[config.mk]
export PLATFORM = sky130hd
export DESIGN_NAME = serial_rx_errbuf
export DESIGN_NICKNAME = d
export VERILOG_FILES = /design/src/rtl/serial_rx_pkg.sv /design/src/rtl/serial_rx_sync.sv /design/src/rtl/serial_rx_deframer.sv /design/src/rtl/serial_rx_holdbuf.sv /design/src/rtl/serial_rx_errbuf.sv
export SDC_FILE = /design/constraint.sdc
export NUM_CORES = 1
export LEC_CHECK = 0
export CORE_UTILIZATION = 26
export DETAILED_ROUTE_END_ITERATION = 12
export PLACE_DENSITY = 0.38
export SLEW_MARGIN = 20
export SYNTH_ARGS = -nofsm -noshare
export SYNTH_HDL_FRONTEND = slang
export SYNTH_SLANG_ARGS = --single-unit
[constraint.sdc]
create_clock -name clk -period 6.03 [get_ports clk]
set_clock_uncertainty 0.15 [all_clocks]
set_input_delay 1.206 -clock clk [delete_from_list [all_inputs] [get_ports clk]]
set_output_delay 1.206 -clock clk [all_outputs]
set_load 0.005 [all_outputs]
[src/rtl/serial_rx_pkg.sv]
// Shared types for the serial receiver: word widths and the buffer entry
// carrying a received character together with its status bits.
package serial_rx_pkg;
    localparam int RX_DATA_W = 8;
    localparam int RX_WORD_W = RX_DATA_W + 1;

    typedef struct packed {
        logic [RX_WORD_W-1:0] data;
        logic                 fe;
        logic                 pe;
        logic                 dor;
    } rx_entry_t;
endpackage

[src/rtl/serial_rx_sync.sv]
// Line synchroniser: brings the asynchronous serial input into the clock
// domain through STAGES flops. Assumes an idle-high line, so it resets to 1.
module serial_rx_sync #(
    parameter int STAGES = 2
) (
    input  logic clk,
    input  logic rst_n,
    input  logic din,
    output logic dout
);
    logic [STAGES-1:0] pipe;

    generate
        if (STAGES == 1) begin : g_single
            // single flop capture
            always_ff @(posedge clk) begin
                if (!rst_n) pipe <= '1;
                else        pipe <= din;
            end
        end else begin : g_chain
            // multi-flop shift chain
            always_ff @(posedge clk) begin
                if (!rst_n) pipe <= '1;
                else        pipe <= {pipe[STAGES-2:0], din};
            end
        end
    endgenerate

    assign dout = pipe[STAGES-1];
endmodule

[src/rtl/serial_rx_deframer.sv]
// Frame decoder: it qualifies the start edge over half a bit, votes each bit
// from three samples around the centre, and assembles data, parity and stop.
// It pulses start_det when a start bit is accepted and frame_done with the
// finished entry. Assumes a synchronised input and OVS >= 8.
module serial_rx_deframer
    import serial_rx_pkg::*;
#(
    parameter int OVS = 16
) (
    input  logic      clk,
    input  logic      rst_n,
    input  logic      tick,
    input  logic      rx_s,
    input  logic      cfg_ninth,
    input  logic      cfg_par_en,
    input  logic      cfg_par_odd,
    output logic      start_det,
    output logic      frame_done,
    output rx_entry_t frame_ent
);
    localparam int CW = $clog2(OVS);
    localparam int IW = $clog2(RX_WORD_W);
    localparam logic [CW-1:0] C_ACC  = CW'(OVS/2 - 1);
    localparam logic [CW-1:0] C_MID  = CW'(OVS/2);
    localparam logic [CW-1:0] C_VOTE = CW'(OVS/2 + 1);
    localparam logic [CW-1:0] C_LAST = CW'(OVS - 1);
    localparam logic [IW-1:0] I_LAST8 = IW'(RX_DATA_W - 1);
    localparam logic [IW-1:0] I_LAST9 = IW'(RX_DATA_W);

    typedef enum logic [2:0] {S_IDLE, S_START, S_DATA, S_PAR, S_STOP} st_t;

    st_t                  st;
    logic [CW-1:0]        cnt;
    logic [IW-1:0]        bit_idx;
    logic                 v_a, v_b;
    logic [RX_WORD_W-1:0] shreg;
    logic                 l_ninth, l_pen, l_podd;
    logic                 par_acc, par_bad;
    logic                 vote;
    logic [IW-1:0]        last_idx;

    assign vote     = (v_a & v_b) | (v_a & rx_s) | (v_b & rx_s);
    assign last_idx = l_ninth ? I_LAST9 : I_LAST8;

    // Frame state machine, sample counter and bit assembly
    always_ff @(posedge clk) begin
        if (!rst_n) begin
            st         <= S_IDLE;
            cnt        <= '0;
            bit_idx    <= '0;
            v_a        <= 1'b1;
            v_b        <= 1'b1;
            shreg      <= '0;
            l_ninth    <= 1'b0;
            l_pen      <= 1'b0;
            l_podd     <= 1'b0;
            par_acc    <= 1'b0;
            par_bad    <= 1'b0;
            start_det  <= 1'b0;
            frame_done <= 1'b0;
            frame_ent  <= '0;
        end else begin
            start_det  <= 1'b0;
            frame_done <= 1'b0;
            if (tick) begin
                cnt <= (cnt == C_LAST) ? '0 : cnt + 1'b1;
                if (cnt == C_ACC) v_a <= rx_s;
                if (cnt == C_MID) v_b <= rx_s;
                case (st)
                    S_IDLE: begin
                        // the first low sample counts as sample 0
                        cnt <= rx_s ? '0 : CW'(1);
                        if (!rx_s) st <= S_START;
                    end
                    S_START: begin
                        if (rx_s && cnt <= C_ACC) begin
                            st <= S_IDLE;
                            cnt <= '0;
                        end else begin
                            if (cnt == C_ACC) begin
                                start_det <= 1'b1;
                                l_ninth   <= cfg_ninth;
                                l_pen     <= cfg_par_en;
                                l_podd    <= cfg_par_odd;
                            end
                            if (cnt == C_LAST) begin
                                st      <= S_DATA;
                                bit_idx <= '0;
                                shreg   <= '0;
                                par_acc <= 1'b0;
                                par_bad <= 1'b0;
                            end
                        end
                    end
                    S_DATA: begin
                        if (cnt == C_VOTE) begin
                            shreg[bit_idx] <= vote;
                            par_acc        <= par_acc ^ vote;
                            if (bit_idx == last_idx) st <= l_pen ? S_PAR : S_STOP;
                            else                     bit_idx <= bit_idx + 1'b1;
                        end
                    end
                    S_PAR: begin
                        if (cnt == C_VOTE) begin
                            par_bad <= (vote ^ par_acc) != l_podd;
                            st      <= S_STOP;
                        end
                    end
                    S_STOP: begin
                        if (cnt == C_VOTE) begin
                            frame_done     <= 1'b1;
                            frame_ent.data <= shreg;
                            frame_ent.fe   <= ~vote;
                            frame_ent.pe   <= l_pen & par_bad;
                            frame_ent.dor  <= 1'b0;
                            st             <= S_IDLE;
                        end
                    end
                    default: st <= S_IDLE;
                endcase
            end
        end
    end

    // a start is accepted only on a line seen low at the acceptance sample
    p_start_low_r2: assert property (@(posedge clk) disable iff (!rst_n)
        start_det |-> !$past(rx_s));

    // a frame cannot finish in the same cycle a new start is accepted
    p_done_excl_r4: assert property (@(posedge clk) disable iff (!rst_n)
        frame_done |-> !start_det);
endmodule

[src/rtl/serial_rx_holdbuf.sv]
// Two-entry receive buffer with one extra waiting slot in the shift stage.
// It pops on a read, moves the waiting character in when room appears, and
// applies the overrun rule on a start bit. Assumes push and start_det never
// coincide; both come from one frame decoder.
module serial_rx_holdbuf
    import serial_rx_pkg::*;
(
    input  logic       clk,
    input  logic       rst_n,
    input  logic       push,
    input  rx_entry_t  push_ent,
    input  logic       start_det,
    input  logic       pop_req,
    output rx_entry_t  head,
    output logic [1:0] level
);
    rx_entry_t q0, q1, wt;
    logic      wait_v;
    logic      pop;

    assign pop  = pop_req && (level != 2'd0);
    assign head = q0;

    // Buffer fill, pop, waiting-slot transfer and overrun handling
    always_ff @(posedge clk) begin
        if (!rst_n) begin
            q0     <= '0;
            q1     <= '0;
            wt     <= '0;
            wait_v <= 1'b0;
            level  <= 2'd0;
        end else if (pop) begin
            q0 <= q1;
            if (wait_v) begin
                q1     <= wt;
                wait_v <= 1'b0;
            end else if (push) begin
                if (level == 2'd2) q1 <= push_ent;
                else               q0 <= push_ent;
            end else begin
                level <= level - 2'd1;
            end
        end else begin
            if (push) begin
                case (level)
                    2'd0: begin q0 <= push_ent; level <= 2'd1; end
                    2'd1: begin q1 <= push_ent; level <= 2'd2; end
                    default: begin wt <= push_ent; wait_v <= 1'b1; end
                endcase
            end
            if (start_det && wait_v) begin
                wait_v <= 1'b0;
                q1.dor <= 1'b1;
            end
        end
    end

    // a waiting character exists only behind a full buffer
    p_wait_full_r5: assert property (@(posedge clk) disable iff (!rst_n)
        wait_v |-> level == 2'd2);

    // a new character never arrives while one is still waiting
    p_push_free_r5: assert property (@(posedge clk) disable iff (!rst_n)
        push |-> !wait_v);

    // an overrun keeps the head intact and the buffer full
    p_overrun_hold_r8: assert property (@(posedge clk) disable iff (!rst_n)
        (start_det && wait_v && !pop_req) |=> ($stable(q0.data) && level == 2'd2 && !wait_v));

    // a read of an empty buffer leaves it empty
    p_empty_read_r11: assert property (@(posedge clk) disable iff (!rst_n)
        (pop_req && level == 2'd0 && !push) |=> level == 2'd0);
endmodule

[src/rtl/serial_rx_errbuf.sv]
// Top of the serial receiver: synchroniser, frame decoder, address filter
// and two-entry buffer. The read port shows the head character and its own
// status bits, forced to 0 while the buffer is empty. Assumes baud_tick
// pulses OVS times per bit.
module serial_rx_errbuf
    import serial_rx_pkg::*;
#(
    parameter int OVS         = 16,
    parameter int SYNC_STAGES = 2
) (
    input  logic                 clk,
    input  logic                 rst_n,
    input  logic                 baud_tick,
    input  logic                 rx_line,
    input  logic                 cfg_ninth,
    input  logic                 cfg_par_en,
    input  logic                 cfg_par_odd,
    input  logic                 cfg_mpm,
    input  logic                 rd_en,
    output logic                 rd_valid,
    output logic [RX_WORD_W-1:0] rd_data,
    output logic                 rd_frame_err,
    output logic                 rd_par_err,
    output logic                 rd_overrun
);
    logic       rx_s;
    logic       start_det, frame_done, push;
    rx_entry_t  frame_ent, head;
    logic [1:0] level;

    serial_rx_sync #(.STAGES(SYNC_STAGES)) u_sync (
        .clk(clk), .rst_n(rst_n), .din(rx_line), .dout(rx_s)
    );

    serial_rx_deframer #(.OVS(OVS)) u_deframer (
        .clk(clk), .rst_n(rst_n), .tick(baud_tick), .rx_s(rx_s),
        .cfg_ninth(cfg_ninth), .cfg_par_en(cfg_par_en), .cfg_par_odd(cfg_par_odd),
        .start_det(start_det), .frame_done(frame_done), .frame_ent(frame_ent)
    );

    // address filter: in multi-processor mode only address frames pass
    assign push = frame_done && !(cfg_mpm && !frame_ent.data[RX_WORD_W-1]);

    serial_rx_holdbuf u_buf (
        .clk(clk), .rst_n(rst_n), .push(push), .push_ent(frame_ent),
        .start_det(start_det), .pop_req(rd_en), .head(head), .level(level)
    );

    assign rd_valid     = (level != 2'd0);
    assign rd_data      = rd_valid ? head.data : '0;
    assign rd_frame_err = rd_valid & head.fe;
    assign rd_par_err   = rd_valid & head.pe;
    assign rd_overrun   = rd_valid & head.dor;

    // a discarded non-address frame leaves the buffer fill unchanged
    p_drop_nonaddr_r10: assert property (@(posedge clk) disable iff (!rst_n)
        (frame_done && cfg_mpm && !frame_ent.data[RX_WORD_W-1] && !rd_en) |=> $stable(level));

    // with no read, a stored head keeps its status bits
    p_head_hold_r9: assert property (@(posedge clk) disable iff (!rst_n)
        (rd_valid && !rd_en) |=> ($stable(rd_frame_err) && $stable(rd_par_err) && $stable(rd_data)));
endmodule

**Word level (Yosys, flattened, before mapping)**

Index checks and enable logic that the tools add are counted.

- Bitwise gates (word level): 17
- Equality and inequality tests: 25
- Order comparisons: 3
- Add/subtract/negate cells: 3
- Multiplexer cells: 53
- Reduce and logical (&&, ||, !) cells: 38

Operator list:

| cell | count |
|---|---|
| 12-bit two-way mux | 12 |
| 9-bit two-way mux | 4 |
| 4-bit two-way mux | 7 |
| 3-bit two-way mux | 8 |
| 9-bit one-hot mux with 2 select lines | 1 |
| 4-bit one-hot mux with 2 select lines | 2 |
| 4-bit AND reduction | 4 |
| 3-bit one-hot mux with 5 select lines | 1 |
| 2-bit nonzero test | 7 |
| 4-bit == test, second input constant | 3 |
| 2-bit by 1-bit != test with 1-bit output, second input constant | 5 |
| 2-bit != test, second input constant | 5 |
| 5-bit AND reduction | 2 |
| 9-bit bitwise mux | 1 |
| 1-bit two-way mux | 9 |
| 3-bit AND reduction | 3 |
| 3-bit nonzero test | 3 |
| 4-bit by 1-bit adder with 4-bit output, second input constant | 2 |
| 2-bit two-way mux | 4 |
| 2-bit AND reduction | 4 |
| 1-bit bitwise AND | 7 |
| 1-bit NOT | 7 |
| 7-bit AND reduction | 1 |
| 3-bit by 2-bit == test with 1-bit output, second input constant | 2 |
| 26 further kinds | 35 |

- Output and inout bits: 13
- Bits of input ports: 9
- Logic and storage cells: 169
- Flip-flop bits (word level): 80

**Logic depth before layout (Yosys ltp)**

- Depth after elaboration: 7
- Mapped depth: 10
- Depth with buffers taken out: 8

**Cells and area by module**

Synthesis repeated with hierarchy kept, for this count alone.

- Cells, all modules: 481
- Area total of the unflattened synthesis: 4149.0 um^2

By module, submodules not included:

| module | instances | area each (um^2) | cells each |
|---|---|---|---|
| serial_rx_deframer | 1 | 2074.5 | 244 |
| serial_rx_holdbuf | 1 | 1918.1 | 216 |
| serial_rx_errbuf | 1 | 103.8 | 17 |
| serial_rx_sync | 1 | 52.6 | 4 |

**Worst setup path before layout**

No wires, ideal clock.

- Path type: input port to flip-flop
- Start point: input port rd_en
- End point: register u_buf.level[1]
- Arrival: 2.479 ns
- Buffers on the path: 2
- Cell stages on the path: 7
- Required time: 5.755 ns
- Path slack: 3.275 ns
- Cell sequence: nor2b_1 buf_6 clkbuf_1 ha_1 a21o_1 a211oi_1 a211oi_1

- Cells in the longest elaborated chain, start to end: 3

Ends and longest elaborated chain:

| element | line | text |
|---|---|---|
| start, declared | serial_rx_errbuf.sv:19 | `input logic rd_en,` |
| 1-bit logical AND (*) | serial_rx_holdbuf.sv:21 | `assign pop = pop_req && (level != 2'd0);` |
| 2-bit != test (no source line), or another cell as far along | -- |  |
| 4-bit AND reduction (no source line) | -- |  |
| end signal, assigned | serial_rx_holdbuf.sv:41 | `level <= level - 2'd1;` |
| end, declared | serial_rx_holdbuf.sv:15 | `output logic [1:0] level` |

Every way passes the cells marked *; elsewhere a longest branch is shown, timed or not.
A chain may end at the register's enable or synchronous reset.

**Worst setup path after layout**

- Start point: input port rd_en
- End point: register u_buf.q1[9] in the netlist's numbering

- Cells in the longest elaborated chain, start to end: 3

Ends and longest elaborated chain:

| element | line | text |
|---|---|---|
| 1-bit logical AND (*) | serial_rx_holdbuf.sv:21 |  |
| 3-bit by 2-bit != test with 1-bit output (no source line) / 2-bit nonzero test (equally long branches) | -- |  |
| 4-bit AND reduction (no source line) | -- |  |
| end signal, assigned | serial_rx_holdbuf.sv:35 | `q1 <= wt;` |
| end signal, assigned | serial_rx_holdbuf.sv:38 | `if (level == 2'd2) q1 <= push_ent;` |
| end, declared | serial_rx_holdbuf.sv:17 | `rx_entry_t q0, q1, wt;` |

Marked as above.

==> flow_metrics.tcl <==
set metrics [dict create \
    routedWlPerCell_um 13.7 \
    ys_async_sr_fraction_pct 0 \
    fin_ws_ns 2.55 \
    pre_cts_ws_ns 2.16 \
    peakVddDrop_mv 0.126 \
    cts_setup_buffers 0 \
    worstPathMaxFanout 22 \
    synth-seq-area-share_pct 40.3 \
    clk_latency_ns 0.34 \
    clk_pin_slew_ns 0.06 \
    antenna_found_initial 0 \
    cts_num_sinks 80 \
    powerDensity_mw_per_mm2 261 \
    gp_congestion 0.743 \
    core_sq_mm 0.0147 \
    drive_gt1_share_pct 9.54 \
    tritoncts "done" \
    avgSynthCellArea_sq_um 8.83 \
    status "finished, violations left" \
    synth.top_cells.by_area "dfxtp_1, mux2i_1, nor2_1" \
    clockPowerShare_pct 46.3 \
    antenna_left 0 \
    violations "DRC" \
    grt_max_degree 44 \
    finalCritPeriodShare_pct 57.7 \
    die_x_um 126 \
    antenna_cells 0 \
    final_max_slew_viol_count 0 \
    synth_edf_count 0 \
    setup_violations 0 \
    maxCapViolCount 0 \
    numCtsBuffers 9 \
    holdWs_ns 0.264 \
    vias 3047 \
    route.detailed.drc 5 \
    start_kind "input pin" \
    grt_use_total_pct 12.2 \
    p_int_uw 920 \
    cts_resized 0 \
    netlist_instances 450 \
    grt.overflow.total 0 \
    vias_per_cell 4.72 \
    grt_pass1_wl_um 15400 \
    port-buffer-count 21 \
    slew_headroom_pct 34.1 \
    fp.dieH_um 126 \
    ys_warn_count 0 \
    hold_buffers 0 \
    worstPathRequired_ns 6.13 \
    fmax_ghz 0.288 \
    synth_cell_type_count 58 \
    synth_top_area_share_pct 40.3 \
    worst_slew_pin_slew_ns 0.985 \
    period_needed_ns 3.48 \
    start_util_pct 27.0 \
    die_area_sq_mm 0.0158 \
    netlist_area_sq_mm 0.00397 \
    wirelength_um 8850 \
    swShare_pct 23.5 \
    p_comb_share_pct 8.1 \
    yosysTopAreaCell "dfxtp_1" \
    io_pins 22 \
    core.rowCount 44 \
    p_leak_nw 1.68 \
    min_path_type "register to register" \
    syn2layout_area_growth_pct 15.9 \
    drtIter0Drc 177 \
    critPathCaptureType "register" \
    arrival_ns 3.58 \
    rsz0062_at_grt "false" \
    p_sw_uw 282 \
    syn_nets 471 \
    grt_pass1_vias 2970 \
    crit_type "input pin to register" \
    firstDrtPassIters 10 \
    cts_buffer_depth 2 \
    htreeDepth 3 \
    cts-root-buf "clkbuf_16" \
    hpwl_um 6170 \
    synth-seq-cells 80 \
    final_util_pct 31.3 \
    seqPwrFrac_pct 45.6 \
    hold_viol 0 \
    tns_ns 0 \
    fin_nets 478 \
    synth_ff_type "dfxtp_1" \
]
[critical path, stage by stage]
cell	delay (ns)
clkdlybuf4s50_1	0.53
nor2b_1	0.15
buf_4	0.25
inv_6	0.07
ha_1	0.23
a211oi_4	0.77
nor2_1	0.12
a311oi_2	0.25
[area by class of cell]
class / instances / area (sq um)
inverters: 16 / 65.1
clock buffers: 11 / 253
fillers: 1546 / 10100
flip-flops and latches: 80 / 1600
well taps: 184 / 230
multi-input cells: 323 / 2150
clock inverters: 4 / 53.8
repair buffers: 27 / 255
[sequential cells by signal, indices dropped and copies added, names as in the netlist]
register	flops
u_deframer.l_podd	1
u_buf.wt	11
u_buf.head	12
u_deframer.frame_ent	11
u_deframer.frame_done	1
u_deframer.cnt	4
u_deframer.l_ninth	1
u_deframer.v_a	1
u_deframer.shreg	9
u_deframer.st	3
u_deframer.l_pen	1
u_buf.q1	12
u_deframer.bit_idx	4
u_buf.level	2
u_deframer.start_det	1
u_deframer.par_bad	1
u_sync.pipe	2
u_deframer.v_b	1
u_buf.wait_v	1
u_deframer.par_acc	1
[path summary, 6_finish.rpt]
kind / from / endpoint / slack, ns / depth (start not counted)
setup / recovery: rd_en / u_buf.q1[9] / 2.55 / 8
hold / removal: u_sync.pipe[0] / u_sync.pipe[1] / 0.26 / 1
setup reg to reg: u_buf.level[0] / u_buf.q1[9] / 3.04 / 9
hold reg to reg: u_sync.pipe[0] / u_sync.pipe[1] / 0.26 / 1
[cell usage in the layout (no fill, tap or decap), drive strengths merged, types with 12 or more instances in the layout]
cell and instances:
nor2b 12, clkdlybuf4s50 21, mux2i 38, ha 12, inv 15, dfxtp 80, a311oi 13, nand2 49
nor2 59, o21ai 26, a21oi 21, nand3 24
[power by group through the flow]
stage          clock network, mW  logic (mW)  registers, mW
4_1_cts                    0.581       0.100          0.548
6_report                   0.557      0.0977          0.548
3_3_place_gp                   0      0.0998          0.560
3_5_place_dp                   0      0.0996          0.559
2_1_floorplan                  0      0.0740          0.555
5_1_grt                    0.601       0.110          0.549
[metal layers]
layer | GRT usage [%] | part of all wire, % | wire (um)
met2 | 19.6 | 45 | 4020
met3 | 3.70 | 3.4 | 301
met1 | 15.6 | 50 | 4420
met4 | 3.87 | 1.3 | 114
met5 | 0 | 0 | 0
[synth_stat cells (2+ instances only)]
| cell type | instances |
|---|---|
| dfxtp_1 | 80 |
| and3_1 | 3 |
| buf_6 | 3 |
| nor4_1 | 2 |
| o21ai_1 | 2 |
| o22ai_1 | 3 |
| nand4_1 | 4 |
| or3_1 | 2 |
| o21ai_0 | 24 |
| a211oi_1 | 3 |
| buf_2 | 9 |
| nor2_1 | 58 |
| and3b_1 | 2 |
| nand3b_1 | 3 |
| nand3_1 | 24 |
| inv_1 | 15 |
| nor2b_1 | 12 |
| a311oi_2 | 9 |
| ha_1 | 12 |
| or4_1 | 3 |
| nand2_1 | 49 |
| a311oi_1 | 4 |
| o21a_1 | 2 |
| clkbuf_1 | 15 |
| xnor2_1 | 2 |
| nor3_1 | 2 |
| mux2i_1 | 38 |
| buf_4 | 3 |
| nand2b_1 | 4 |
| a32o_1 | 9 |
| a31oi_1 | 2 |
| a21oi_1 | 21 |
[per-stage QoR]
stage	std cells	total power, mW	instance area, sq um
after global routing	645	1.26	4600
final	645	1.20	4600
after detailed placement	630	0.659	4300
after CTS	645	1.23	4600
after global placement	630	0.659	4300
after floorplan	450	0.629	3970
[logic make-up after synthesis]
logic type / synth area share [%]
AO/OA/AOI/OAI: 18.3
XOR/XNOR: 0.441
adder cells (fa/ha/maj): 4.03
buffers and inverters: 5.70
flip-flops: 40.3
multiplexers: 9.57
AND/OR/NAND/NOR: 21.7
Power figures use the tool's default switching activity.
